[src/rtl/dmac_pkg.sv]
// Shared definitions for the descriptor-chain DMA channel.
// Assumes 32-bit descriptor words and byte addresses.
package dmac_pkg;
    localparam int WORD_W     = 32;
    localparam int DESC_WORDS = 6;
    localparam int IDX_W      = $clog2(DESC_WORDS + 1);
    localparam int BEAT_W     = 3;
    localparam logic [WORD_W-1:0] CHAIN_END = 32'hFFFF_F800;

    // config word fields (destination side is +16)
    localparam int CF_SIO   = 5;
    localparam int CF_SWID  = 9;
    localparam int CF_DSIDE = 16;

    typedef enum logic [1:0] {ST_IDLE, ST_FETCH, ST_MOVE} ch_state_t;

    // width code to bytes per beat
    function automatic logic [BEAT_W-1:0] width_bytes(input logic [1:0] code);
        case (code)
            2'd0:    width_bytes = 3'd1;
            2'd1:    width_bytes = 3'd2;
            default: width_bytes = 3'd4;
        endcase
    endfunction
endpackage

[src/rtl/dma_ch_regs.sv]
// Register window of one channel: decodes the window base, holds the
// pause bit and first-descriptor address, turns run-register writes into
// start/stop pulses and muxes the live engine state onto read data.
// Assumes reads are combinational and writes take effect at the clock edge.
module dma_ch_regs
    import dmac_pkg::*;
#(
    parameter int RADDR_W = 12,
    parameter int CH_IDX  = 0
) (
    input  logic               clk,
    input  logic               rst_n,
    input  logic               reg_we,
    input  logic [RADDR_W-1:0] reg_addr,
    input  logic [WORD_W-1:0]  reg_wdata,
    output logic [WORD_W-1:0]  reg_rdata,
    input  logic               busy_i,
    input  logic [WORD_W-1:0]  cfg_i,
    input  logic [WORD_W-1:0]  src_i,
    input  logic [WORD_W-1:0]  dst_i,
    input  logic [WORD_W-1:0]  cnt_i,
    input  logic [WORD_W-1:0]  para_i,
    output logic               start_o,
    output logic               stop_o,
    output logic               pause_o,
    output logic [WORD_W-1:0]  first_o
);
    localparam logic [RADDR_W-1:0] WIN_BASE = RADDR_W'(256 + CH_IDX * 64);

    logic       hit;
    logic [3:0] offs;
    logic       pause_q;
    logic [WORD_W-1:0] first_q;

    assign hit  = reg_addr[RADDR_W-1:6] == WIN_BASE[RADDR_W-1:6];
    assign offs = reg_addr[5:2];

    // run-register writes become one-cycle commands
    always_comb begin
        start_o = reg_we && hit && offs == 4'd0 && reg_wdata[0] && !busy_i;
        stop_o  = reg_we && hit && offs == 4'd0 && !reg_wdata[0];
    end

    // holds pause and first-descriptor address
    always_ff @(posedge clk) begin
        if (!rst_n) begin
            pause_q <= 1'b0;
            first_q <= '0;
        end else if (reg_we && hit) begin
            if (offs == 4'd1) pause_q <= reg_wdata[1];
            if (offs == 4'd2) first_q <= reg_wdata;
        end
    end

    assign pause_o = pause_q;
    assign first_o = first_q;

    // readback mux
    always_comb begin
        reg_rdata = '0;
        if (hit) begin
            case (offs)
                4'd0: reg_rdata = {31'b0, busy_i};
                4'd1: reg_rdata = {30'b0, pause_q, 1'b0};
                4'd2: reg_rdata = first_q;
                4'd3: reg_rdata = cfg_i;
                4'd4: reg_rdata = src_i;
                4'd5: reg_rdata = dst_i;
                4'd6: reg_rdata = cnt_i;
                4'd7: reg_rdata = para_i;
                default: reg_rdata = '0;
            endcase
        end
    end
endmodule

[src/rtl/dma_ch_engine.sv]
// Descriptor fetch and beat engine. Reads six descriptor words (one-cycle
// read latency), then issues one beat per cycle while not paused, and
// follows the link word until the end marker.
// Assumes the beat consumer accepts every beat in the cycle it is shown.
module dma_ch_engine
    import dmac_pkg::*;
(
    input  logic              clk,
    input  logic              rst_n,
    input  logic              start_i,
    input  logic              stop_i,
    input  logic              pause_i,
    input  logic [WORD_W-1:0] first_i,
    output logic              mem_rd,
    output logic [WORD_W-1:0] mem_raddr,
    input  logic [WORD_W-1:0] mem_rdata,
    output logic              xfer_valid,
    output logic [WORD_W-1:0] xfer_src,
    output logic [WORD_W-1:0] xfer_dst,
    output logic [BEAT_W-1:0] xfer_bytes,
    output logic              evt_half,
    output logic              evt_pkg,
    output logic              evt_queue,
    output logic              busy_o,
    output logic [WORD_W-1:0] cfg_o,
    output logic [WORD_W-1:0] src_o,
    output logic [WORD_W-1:0] dst_o,
    output logic [WORD_W-1:0] cnt_o,
    output logic [WORD_W-1:0] para_o
);
    ch_state_t         state_q;
    logic [WORD_W-1:0] base_q, cfg_q, src_q, dst_q, cnt_q, len_q, para_q, next_q;
    logic [IDX_W-1:0]  issue_q, cap_idx_q;
    logic              cap_pend_q;

    logic [BEAT_W-1:0] wbytes, beat;
    logic [WORD_W-1:0] new_cnt, half_thr;
    logic              desc_end;

    // beat size, remaining count after beat, end-of-descriptor detection
    always_comb begin
        wbytes     = width_bytes(cfg_q[CF_SWID+1:CF_SWID]);
        beat       = (cnt_q < WORD_W'(wbytes)) ? cnt_q[BEAT_W-1:0] : wbytes;
        new_cnt    = cnt_q - WORD_W'(beat);
        half_thr   = len_q >> 1;
        xfer_valid = state_q == ST_MOVE && !pause_i && cnt_q != '0;
        mem_rd     = state_q == ST_FETCH && !pause_i && issue_q < IDX_W'(DESC_WORDS);
        mem_raddr  = base_q + {{(WORD_W-IDX_W-2){1'b0}}, issue_q, 2'b00};
        desc_end   = (state_q == ST_MOVE && !pause_i && cnt_q == '0) ||
                     (xfer_valid && new_cnt == '0);
    end

    assign xfer_src   = src_q;
    assign xfer_dst   = dst_q;
    assign xfer_bytes = beat;
    assign busy_o     = state_q != ST_IDLE;
    assign cfg_o      = cfg_q;
    assign src_o      = src_q;
    assign dst_o      = dst_q;
    assign cnt_o      = cnt_q;
    assign para_o     = para_q;

    // channel state machine and working registers
    always_ff @(posedge clk) begin
        if (!rst_n) begin
            state_q    <= ST_IDLE;
            base_q     <= '0;
            cfg_q      <= '0;
            src_q      <= '0;
            dst_q      <= '0;
            cnt_q      <= '0;
            len_q      <= '0;
            para_q     <= '0;
            next_q     <= '0;
            issue_q    <= '0;
            cap_idx_q  <= '0;
            cap_pend_q <= 1'b0;
            evt_half   <= 1'b0;
            evt_pkg    <= 1'b0;
            evt_queue  <= 1'b0;
        end else begin
            evt_half  <= 1'b0;
            evt_pkg   <= 1'b0;
            evt_queue <= 1'b0;
            if (stop_i) begin
                state_q    <= ST_IDLE;
                cap_pend_q <= 1'b0;
            end else begin
                case (state_q)
                    ST_IDLE: begin
                        if (start_i) begin
                            state_q <= ST_FETCH;
                            base_q  <= first_i;
                            issue_q <= '0;
                        end
                    end
                    ST_FETCH: begin
                        cap_pend_q <= mem_rd;
                        cap_idx_q  <= issue_q;
                        if (mem_rd) issue_q <= issue_q + 1'b1;
                        if (cap_pend_q) begin
                            case (cap_idx_q)
                                IDX_W'(0): cfg_q  <= mem_rdata;
                                IDX_W'(1): src_q  <= mem_rdata;
                                IDX_W'(2): dst_q  <= mem_rdata;
                                IDX_W'(3): begin
                                    cnt_q <= mem_rdata;
                                    len_q <= mem_rdata;
                                end
                                IDX_W'(4): para_q <= mem_rdata;
                                default:   next_q <= mem_rdata;
                            endcase
                            if (cap_idx_q == IDX_W'(DESC_WORDS - 1)) state_q <= ST_MOVE;
                        end
                    end
                    ST_MOVE: begin
                        if (xfer_valid) begin
                            cnt_q <= new_cnt;
                            if (!cfg_q[CF_SIO]) src_q <= src_q + WORD_W'(beat);
                            if (!cfg_q[CF_SIO+CF_DSIDE]) dst_q <= dst_q + WORD_W'(beat);
                            if (cnt_q > half_thr && new_cnt <= half_thr) evt_half <= 1'b1;
                        end
                        if (desc_end) begin
                            evt_pkg <= 1'b1;
                            if (next_q == CHAIN_END) begin
                                evt_queue <= 1'b1;
                                state_q   <= ST_IDLE;
                            end else begin
                                base_q  <= next_q;
                                issue_q <= '0;
                                state_q <= ST_FETCH;
                            end
                        end
                    end
                    default: state_q <= ST_IDLE;
                endcase
            end
        end
    end

    // consecutive descriptor reads step by one word
    p_fetch_step_r2: assert property (@(posedge clk) disable iff (!rst_n)
        (mem_rd && $past(mem_rd) && !$past(stop_i) && $past(state_q) == ST_FETCH)
        |-> mem_raddr == $past(mem_raddr) + 32'd4);

    // a beat never exceeds the bytes left
    p_beat_fits_r3: assert property (@(posedge clk) disable iff (!rst_n)
        xfer_valid |-> (xfer_bytes != '0 && WORD_W'(xfer_bytes) <= cnt_q));

    // remaining count never rises while moving
    p_cnt_down_r4: assert property (@(posedge clk) disable iff (!rst_n)
        (state_q == ST_MOVE && !stop_i) |=> cnt_q <= $past(cnt_q));

    // chain end is always also a descriptor end
    p_queue_pkg_r5: assert property (@(posedge clk) disable iff (!rst_n)
        evt_queue |-> evt_pkg);

    // paused channel holds its transfer state
    p_pause_hold_r7: assert property (@(posedge clk) disable iff (!rst_n)
        (state_q == ST_MOVE && pause_i && !stop_i)
        |=> ($stable(cnt_q) && $stable(src_q) && $stable(dst_q)));

    // abort goes idle with no completion event
    p_stop_quiet_r8: assert property (@(posedge clk) disable iff (!rst_n)
        stop_i |=> (!busy_o && !evt_pkg && !evt_queue));
endmodule

[src/rtl/dma_lli_channel.sv]
// Top of one descriptor-chain DMA channel: register window plus engine.
// Assumes a word-wide descriptor read port with one-cycle latency and a
// beat consumer that is always ready.
module dma_lli_channel
    import dmac_pkg::*;
#(
    parameter int RADDR_W = 12,
    parameter int CH_IDX  = 0
) (
    input  logic               clk,
    input  logic               rst_n,
    input  logic               reg_we,
    input  logic [RADDR_W-1:0] reg_addr,
    input  logic [31:0]        reg_wdata,
    output logic [31:0]        reg_rdata,
    output logic               mem_rd,
    output logic [31:0]        mem_raddr,
    input  logic [31:0]        mem_rdata,
    output logic               xfer_valid,
    output logic [31:0]        xfer_src,
    output logic [31:0]        xfer_dst,
    output logic [2:0]         xfer_bytes,
    output logic               evt_half,
    output logic               evt_pkg,
    output logic               evt_queue
);
    logic              start_w, stop_w, pause_w, busy_w;
    logic [WORD_W-1:0] first_w, cfg_w, src_w, dst_w, cnt_w, para_w;

    dma_ch_regs #(.RADDR_W(RADDR_W), .CH_IDX(CH_IDX)) u_regs (
        .clk(clk), .rst_n(rst_n), .reg_we(reg_we), .reg_addr(reg_addr),
        .reg_wdata(reg_wdata), .reg_rdata(reg_rdata), .busy_i(busy_w),
        .cfg_i(cfg_w), .src_i(src_w), .dst_i(dst_w), .cnt_i(cnt_w),
        .para_i(para_w), .start_o(start_w), .stop_o(stop_w),
        .pause_o(pause_w), .first_o(first_w)
    );

    dma_ch_engine u_engine (
        .clk(clk), .rst_n(rst_n), .start_i(start_w), .stop_i(stop_w),
        .pause_i(pause_w), .first_i(first_w), .mem_rd(mem_rd),
        .mem_raddr(mem_raddr), .mem_rdata(mem_rdata), .xfer_valid(xfer_valid),
        .xfer_src(xfer_src), .xfer_dst(xfer_dst), .xfer_bytes(xfer_bytes),
        .evt_half(evt_half), .evt_pkg(evt_pkg), .evt_queue(evt_queue),
        .busy_o(busy_w), .cfg_o(cfg_w), .src_o(src_w), .dst_o(dst_w),
        .cnt_o(cnt_w), .para_o(para_w)
    );
endmodule

[config.mk]
export PLATFORM = sky130hd
export DESIGN_NAME = dma_lli_channel
export DESIGN_NICKNAME = d
export VERILOG_FILES = /design/src/rtl/dmac_pkg.sv /design/src/rtl/dma_ch_regs.sv /design/src/rtl/dma_ch_engine.sv /design/src/rtl/dma_lli_channel.sv
export SDC_FILE = /design/constraint.sdc
export NUM_CORES = 1
export LEC_CHECK = 0
export BUFFER_PORTS_ARGS = -buffer_cell sky130_fd_sc_hd__buf_2
export CAP_MARGIN = 20
export CORE_MARGIN = 5
export CORE_UTILIZATION = 45
export CTS_CLUSTER_SIZE = 14
export DETAILED_ROUTE_END_ITERATION = 10
export PLACE_DENSITY_LB_ADDON = 0.05
export SLEW_MARGIN = 10
export SYNTH_ARGS = -nofsm -noshare
export SYNTH_HDL_FRONTEND = slang
export SYNTH_HIERARCHICAL = 1
export SYNTH_SLANG_ARGS = --single-unit
export TNS_END_PERCENT = 20
[constraint.sdc]
create_clock -name clk -period 7.2 [get_ports clk]
set_input_delay 1.44 -clock clk [delete_from_list [all_inputs] [get_ports clk]]
set_output_delay 1.44 -clock clk [all_outputs]
set_load 0.05 [all_outputs]
Word level (Yosys, flattened, before mapping)
Cells that the tools add are included.
Word-level totals
  flip-flop bits (word level): 301
  word-level logic and storage cells: 142
Cells by class
  $lt $le $gt $ge: 4
  add/sub/neg operators: 5
  mux-type cells: 36
  equal/unequal tests: 29
  reductions and logical operators: 45
  bitwise logic cells: 6
Operators by type and width (count)
  32-bit two-way mux: 15
  32-bit case mux with 2 select lines: 4
  32-bit case mux with 8 select lines: 1
  32-bit by 3-bit adder with 32-bit output: 2
  32-bit zero test: 2
  32-bit by 5-bit adder with 32-bit output: 1
  32-bit equality test (second input constant): 1
  32-bit by 31-bit > comparator with 1-bit output: 1
  32-bit by 31-bit <= comparator with 1-bit output: 1
  32-bit by 3-bit less-than comparator with 1-bit output: 1
  32-bit nonzero test: 1
  32-bit by 3-bit subtractor with 32-bit output: 1
  2-bit inequality test (second input constant): 10
  4-bit AND reduction: 5
  6-bit AND reduction: 3
  4-bit by 3-bit equality test with 1-bit output (second input constant): 4
  3-bit two-way mux: 5
  1-bit logical AND: 12
  5-bit AND reduction: 2
  3-bit case mux with 3 select lines: 1
  4-bit by 2-bit equality test with 1-bit output (second input constant): 2
  2-bit two-way mux: 4
  4-bit OR reduction: 2
  3-bit by 2-bit equality test with 1-bit output (second input constant): 2
  other kinds (24): 42

Longest topological paths before layout
  word-level depth: 10
  mapped depth: 27

Modules after synthesis
Netlist, hierarchy kept.
Modules (own cells, without submodules)
  dma_ch_engine: cells an instance 1960, area an instance 15546.2 um2, instances 1, seq. area each 5345.1 um2
  dma_ch_regs: cells an instance 356, area an instance 3250.6 um2, instances 1, seq. area each 660.6 um2

Worst setup path after synthesis
No wires, ideal clock.
  path kind: flip-flop to flip-flop
  start: reg u_engine.cnt_q[26] (netlist: u_engine/cnt_o[26])
  end: reg u_engine.evt_half
  setup slack: 1.195 ns
  path buffers: 1
  library setup time: 0.114 ns
  arrival time: 5.890 ns
  cell stages (with the launch flop): 26
  required time: 7.086 ns
  clock period less this slack: 6.005 ns
  path through: dfxtp_1 > or2_2 > or4_1 > or4_1 > nor3_1 > nand2_1 > o21ai_0 > inv_1 > ha_1 > a21oi_1 > nand3b_1 > clkbuf_1 > or4_1 > or3_1 > nand2_1 > nand2_1 > ha_1 > a21oi_1 > nor2b_1 > o21ai_0 > nand2b_1 > a21oi_1 > o21ai_0 > o21ai_0 > a22oi_1 > a2111oi_0
Between the ends
  longest elaborated chain between the ends: 6
  elaborated cells on any way between the ends: 11
  classes of those cells: 1 x add/sub; 3 x order compare; 2 x mux; 1 x bitwise; 4 x reduce/logical
RTL lines
  start, declared: line dma_ch_engine.sv:32  | logic [WORD_W-1:0] base_q, cfg_q, src_q, dst_q, cnt_q, len_q, para_q, next_q;
  start signal, assigned: line dma_ch_engine.sv:107  | cnt_q <= mem_rdata;
  start signal, assigned: line dma_ch_engine.sv:118  | cnt_q <= new_cnt;
  32-bit by 3-bit less-than comparator with 1-bit output: line dma_ch_engine.sv:43  | beat = (cnt_q < WORD_W'(wbytes)) ? cnt_q[BEAT_W-1:0] : wbytes;
  3-bit two-way mux: line dma_ch_engine.sv:43
  net xfer_bytes[1]: line dma_lli_channel.sv:22  | output logic [2:0] xfer_bytes,
  32-bit by 3-bit subtractor with 32-bit output: line dma_ch_engine.sv:44  | new_cnt = cnt_q - WORD_W'(beat);
  32-bit by 31-bit <= comparator with 1-bit output: line dma_ch_engine.sv:121  | if (cnt_q > half_thr && new_cnt <= half_thr) evt_half <= 1'b1;
  1-bit logical AND: line dma_ch_engine.sv:121
  1-bit two-way mux: line dma_ch_engine.sv:121
  end signal, assigned: line dma_ch_engine.sv:78  | evt_half <= 1'b0;
  end signal, assigned: line dma_ch_engine.sv:82  | evt_half <= 1'b0;
  end signal, assigned: line dma_ch_engine.sv:121
  end, declared: line dma_ch_engine.sv:21  | output logic evt_half,
The timed path passes the listed nets, and every way through them passes these cells.
A chain may end at the register's enable or synchronous reset.

Worst setup path in the final report
  start: reg u_engine.cnt_q[21] (netlist: u_engine/cnt_o[21])
  end: reg u_engine.base_q[7]
Between the ends
  longest elaborated chain between the ends: 8
  elaborated cells on any way between the ends: 12
  classes of those cells: 1 x add/sub; 1 x order compare; 1 x eq/ne; 1 x mux; 8 x reduce/logical
RTL lines
  32-bit by 3-bit less-than comparator with 1-bit output: line dma_ch_engine.sv:43
  3-bit two-way mux: line dma_ch_engine.sv:43
  32-bit by 3-bit subtractor with 32-bit output: line dma_ch_engine.sv:44
  32-bit zero test: line dma_ch_engine.sv:50  | (xfer_valid && new_cnt == '0);
  1-bit logical AND: line dma_ch_engine.sv:50
  1-bit logical OR *: line dma_ch_engine.sv:49  | desc_end = (state_q == ST_MOVE && !pause_i && cnt_q == '0) ||
  2-bit by 1-bit inequality test with 1-bit output (no line) *
  5-bit AND reduction (no line) *
  end signal, assigned: line dma_ch_engine.sv:93  | base_q <= first_i;
  end signal, assigned: line dma_ch_engine.sv:129  | base_q <= next_q;
  end, declared: line dma_ch_engine.sv:32
Mark *: on every way between the ends. The rest lies on a longest branch, timed or not.

==> metrics <==
TritonCTS buffer count 37; worst r2r path cells 16; NumNets Final 2,547; crit share post-route 93.0%; Vias per Instance 5.99; core footprint 41,100 µm²; Pre-Repair DR Iteration Count 7; clock sinks 300; initial antenna violation count 0; Total GRT Usage 29.4%; leading area contributor after synthesis dfxtp_1; Final ANT Viol Nets 0; cts hold-fix bufs 0; Hold Vio Cnt, Final 0; critical path endpoint category flop; die span in x 214 µm; Root Buffer clkbuf_16; Residual DRC 0; syn_area_per_cell 8.12 µm²; clk_skew 24.1 ps; asr flop ratio synth 0%; Synth Register Bits 300; Max Clk Rate 149 MHz; Hold Path Class reg2reg; CP cell instances nor4_1, nand3_1, or4_1, nor3_2, mux2_2, ha_1, fa_1, nand2b_1, nand4_2, xnor2_1, or4_1, nor4_1, nand4_1, a211o_1, a21o_1, o2bb2ai_1; GR Overflow Total 0; most common cell in the netlist nand2_1; crit path time final 6690 ps; max_cap viols 0; worst hold margin 467 ps; Crit Path Category reg2reg; Worst-Skew Late Latency 550 ps; Util after Layout 50.8%; first-pass GRT wire length 106,000 µm; num rows 74; Routed Wire Length 71,100 µm; Setup TNS 0 ps; Max Root-Sink Buffers 3; die height 214 µm; top post-synthesis cells by area dfxtp_1 32%, nand2_1 8.5%, a21boi_0 5.3%; Final Wtd Congestion 0.938; Post-Syn Nets 2,476; I/O pins 215; largest net degree at the start of global routing 141; Synth warnings 6; vias in the first global route 16,700; Post-synth EDFFs 0; Setup Viol. Count Final 0; DIE AREA 46,000 µm²; H-tree Lvls 2; ys flop type dfxtp_1; Mapped Cells 2,316; Non-Filler Instances 2,946; required time of the critical path 7650 ps; final instance area 20,900 µm²; Worst IR Drop VDD 127 µV; RSZ-0062 raised after global routing no; port bufs 212; routed vias 17,700; startpoint types flop; placed cell count 2,878; Post-DP Area 19,700 µm²; WP data arrival 7140 ps; Crit-path slowest cell or4_1; Worst-path clk slew 60 ps; hpwl dp 52,100 µm; starting density of the core 45.7%; 1st-iter DRT viols 1,626; share of layout cells above drive strength 1 19.8%; grt peak-use layer met2; Hold Path Depth 2; Leak 8.59 nW; CP Max Fanout 32; max-slew violation count 0; synthesis-to-layout area growth 11.2%; most frequent cells after synthesis 425 x nand2_1, 300 x dfxtp_1, 142 x nor2_1; TritonCTS clock tree yes; Worst path max stage delay 710 ps; slew margin rel. 23.5%; Post-Syn Area 18,800 µm²; met3 GRT Util 5.38%; average wire per standard cell 24.1 µm; met2 track demand over resource 45.6%; M1 GR Usage 41.2%; status finished, final reports clean; area share of the largest cell type after synthesis 32.0%; Yosys cell types 79; Layout fillers 4,069; PwrDens 179 nW/µm²; Slew @ Worst Pin 1140 ps; sequential area share after synthesis 32.0%
==> per-layer routing <==
layer / share of wire (%) / wire length (µm)
met3: 7.5 / 5320
met1: 45 / 31800
met4: 3.8 / 2680
met5: 0 / 0
met2: 44 / 31300
==> placed cells by master, fill, tap and decap left out, drive strengths merged, types with 7 or more instances in the layout <==
| master | synthesis | layout |
|---|---|---|
| a21oi | 123 | 123 |
| nor2 | 142 | 142 |
| nor3b | 7 | 7 |
| a21boi | 133 | 133 |
| nor4 | 19 | 19 |
| o31ai | 19 | 19 |
| nand2 | 427 | 427 |
| a22oi | 38 | 38 |
| a21o | 16 | 16 |
| buf | 122 | 255 |
| a31oi | 15 | 15 |
| clkbuf | 102 | 57 |
| nor3 | 25 | 25 |
| o31a | 10 | 10 |
| a211oi | 11 | 11 |
| dfxtp | 300 | 300 |
| ha | 77 | 77 |
| nand4 | 28 | 28 |
| o221a | 22 | 22 |
| inv | 57 | 59 |
| mux2i | 36 | 36 |
| and3 | 25 | 25 |
| nor4b | 8 | 8 |
| xnor2 | 37 | 37 |
| xor2 | 19 | 19 |
| a41oi | 12 | 12 |
| and2 | 23 | 23 |
| nand2b | 9 | 9 |
| or4 | 12 | 12 |
| mux2 | 64 | 64 |
| o2bb2ai | 33 | 33 |
| mux4 | 15 | 15 |
| nand3 | 96 | 96 |
| nor2b | 50 | 50 |
| o21a | 15 | 15 |
| o21ai | 105 | 105 |
==> flip-flops by register name (all words and copies together), names as in the netlist, 31 cells and up <==
register         flops
u_engine/src_o      32
u_engine/cnt_o      32
u_engine/para_o     32
u_regs/first_o      32
u_engine/next_q     32
u_engine/len_q      31
u_engine/cfg_o      32
u_engine/dst_o      32
u_engine/base_q     32
==> layout make-up <==
| class | instances | area, µm² | area share (%) |
|---|---|---|---|
| Timing Repair Buffer | 256 | 1400 | 6.71 |
| Clock inverter | 9 | 103 | 0.491 |
| Multi-Input combinational cell | 1735 | 11400 | 54.5 |
| Antenna cell | 1 | 2.50 | 0.0120 |
| Inverter | 57 | 214 | 1.02 |
| Clock buffer | 56 | 1120 | 5.35 |
| Tap cell | 532 | 666 | 3.19 |
| Sequential cell | 300 | 6010 | 28.7 |
==> critical path: cells and delay by family, from the launching register on <==
family | cells | cell delay, ps
AOI/OAI and AO/OA | 3 | 1280
xor gates and xnor gates | 1 | 180
adders and majority gates | 2 | 640
DFF | 1 | 380
muxes | 1 | 440
and+or+nand+nor | 9 | 3660
==> per-stage QoR <==
stage	total power, mW	worst slack [ps]
floorplan	1.79	1200
global placement	1.87	633
detailed placement	1.87	519
CTS	3.76	471
global route	3.84	173
finish	3.73	506
==> where the power goes <==
| group | leakage (nW) | internal (mW) | switching (mW) |
|---|---|---|---|
| sequential | 2.41 | 1.66 | 0.000105 |
| combinational | 5.57 | 0.0548 | 0.117 |
| clock | 0.607 | 1.14 | 0.759 |
| total | 8.59 | 2.86 | 0.876 |
==> final timing paths <==
check                                        start            endpoint  slack, ps
worst max-delay path            u_engine/cnt_o[21]  u_engine/base_q[7]        510
worst min-delay path            u_engine/cfg_o[22]  u_engine/cfg_o[22]        470
worst max register to register  u_engine/cnt_o[21]  u_engine/base_q[7]        510
worst min register to register  u_engine/cfg_o[22]  u_engine/cfg_o[22]        470
==> logic make-up after synthesis <==
group	after synthesis	synth area share, %
multiplexers	115	7.55
AO/OA/AOI/OAI	582	21.7
adder cells (fa/ha/maj)	81	5.55
XOR/XNOR	56	2.61
flip-flops	300	32.0
buffers and inverters	281	7.83
AND/OR/NAND/NOR	901	22.8
==> repair_timing <==
action,in CTS,in global routing
setup endpoints to repair,0,33
resized for setup,0,1
buffers inserted,0,2
(Power assumes the default switching activity.)
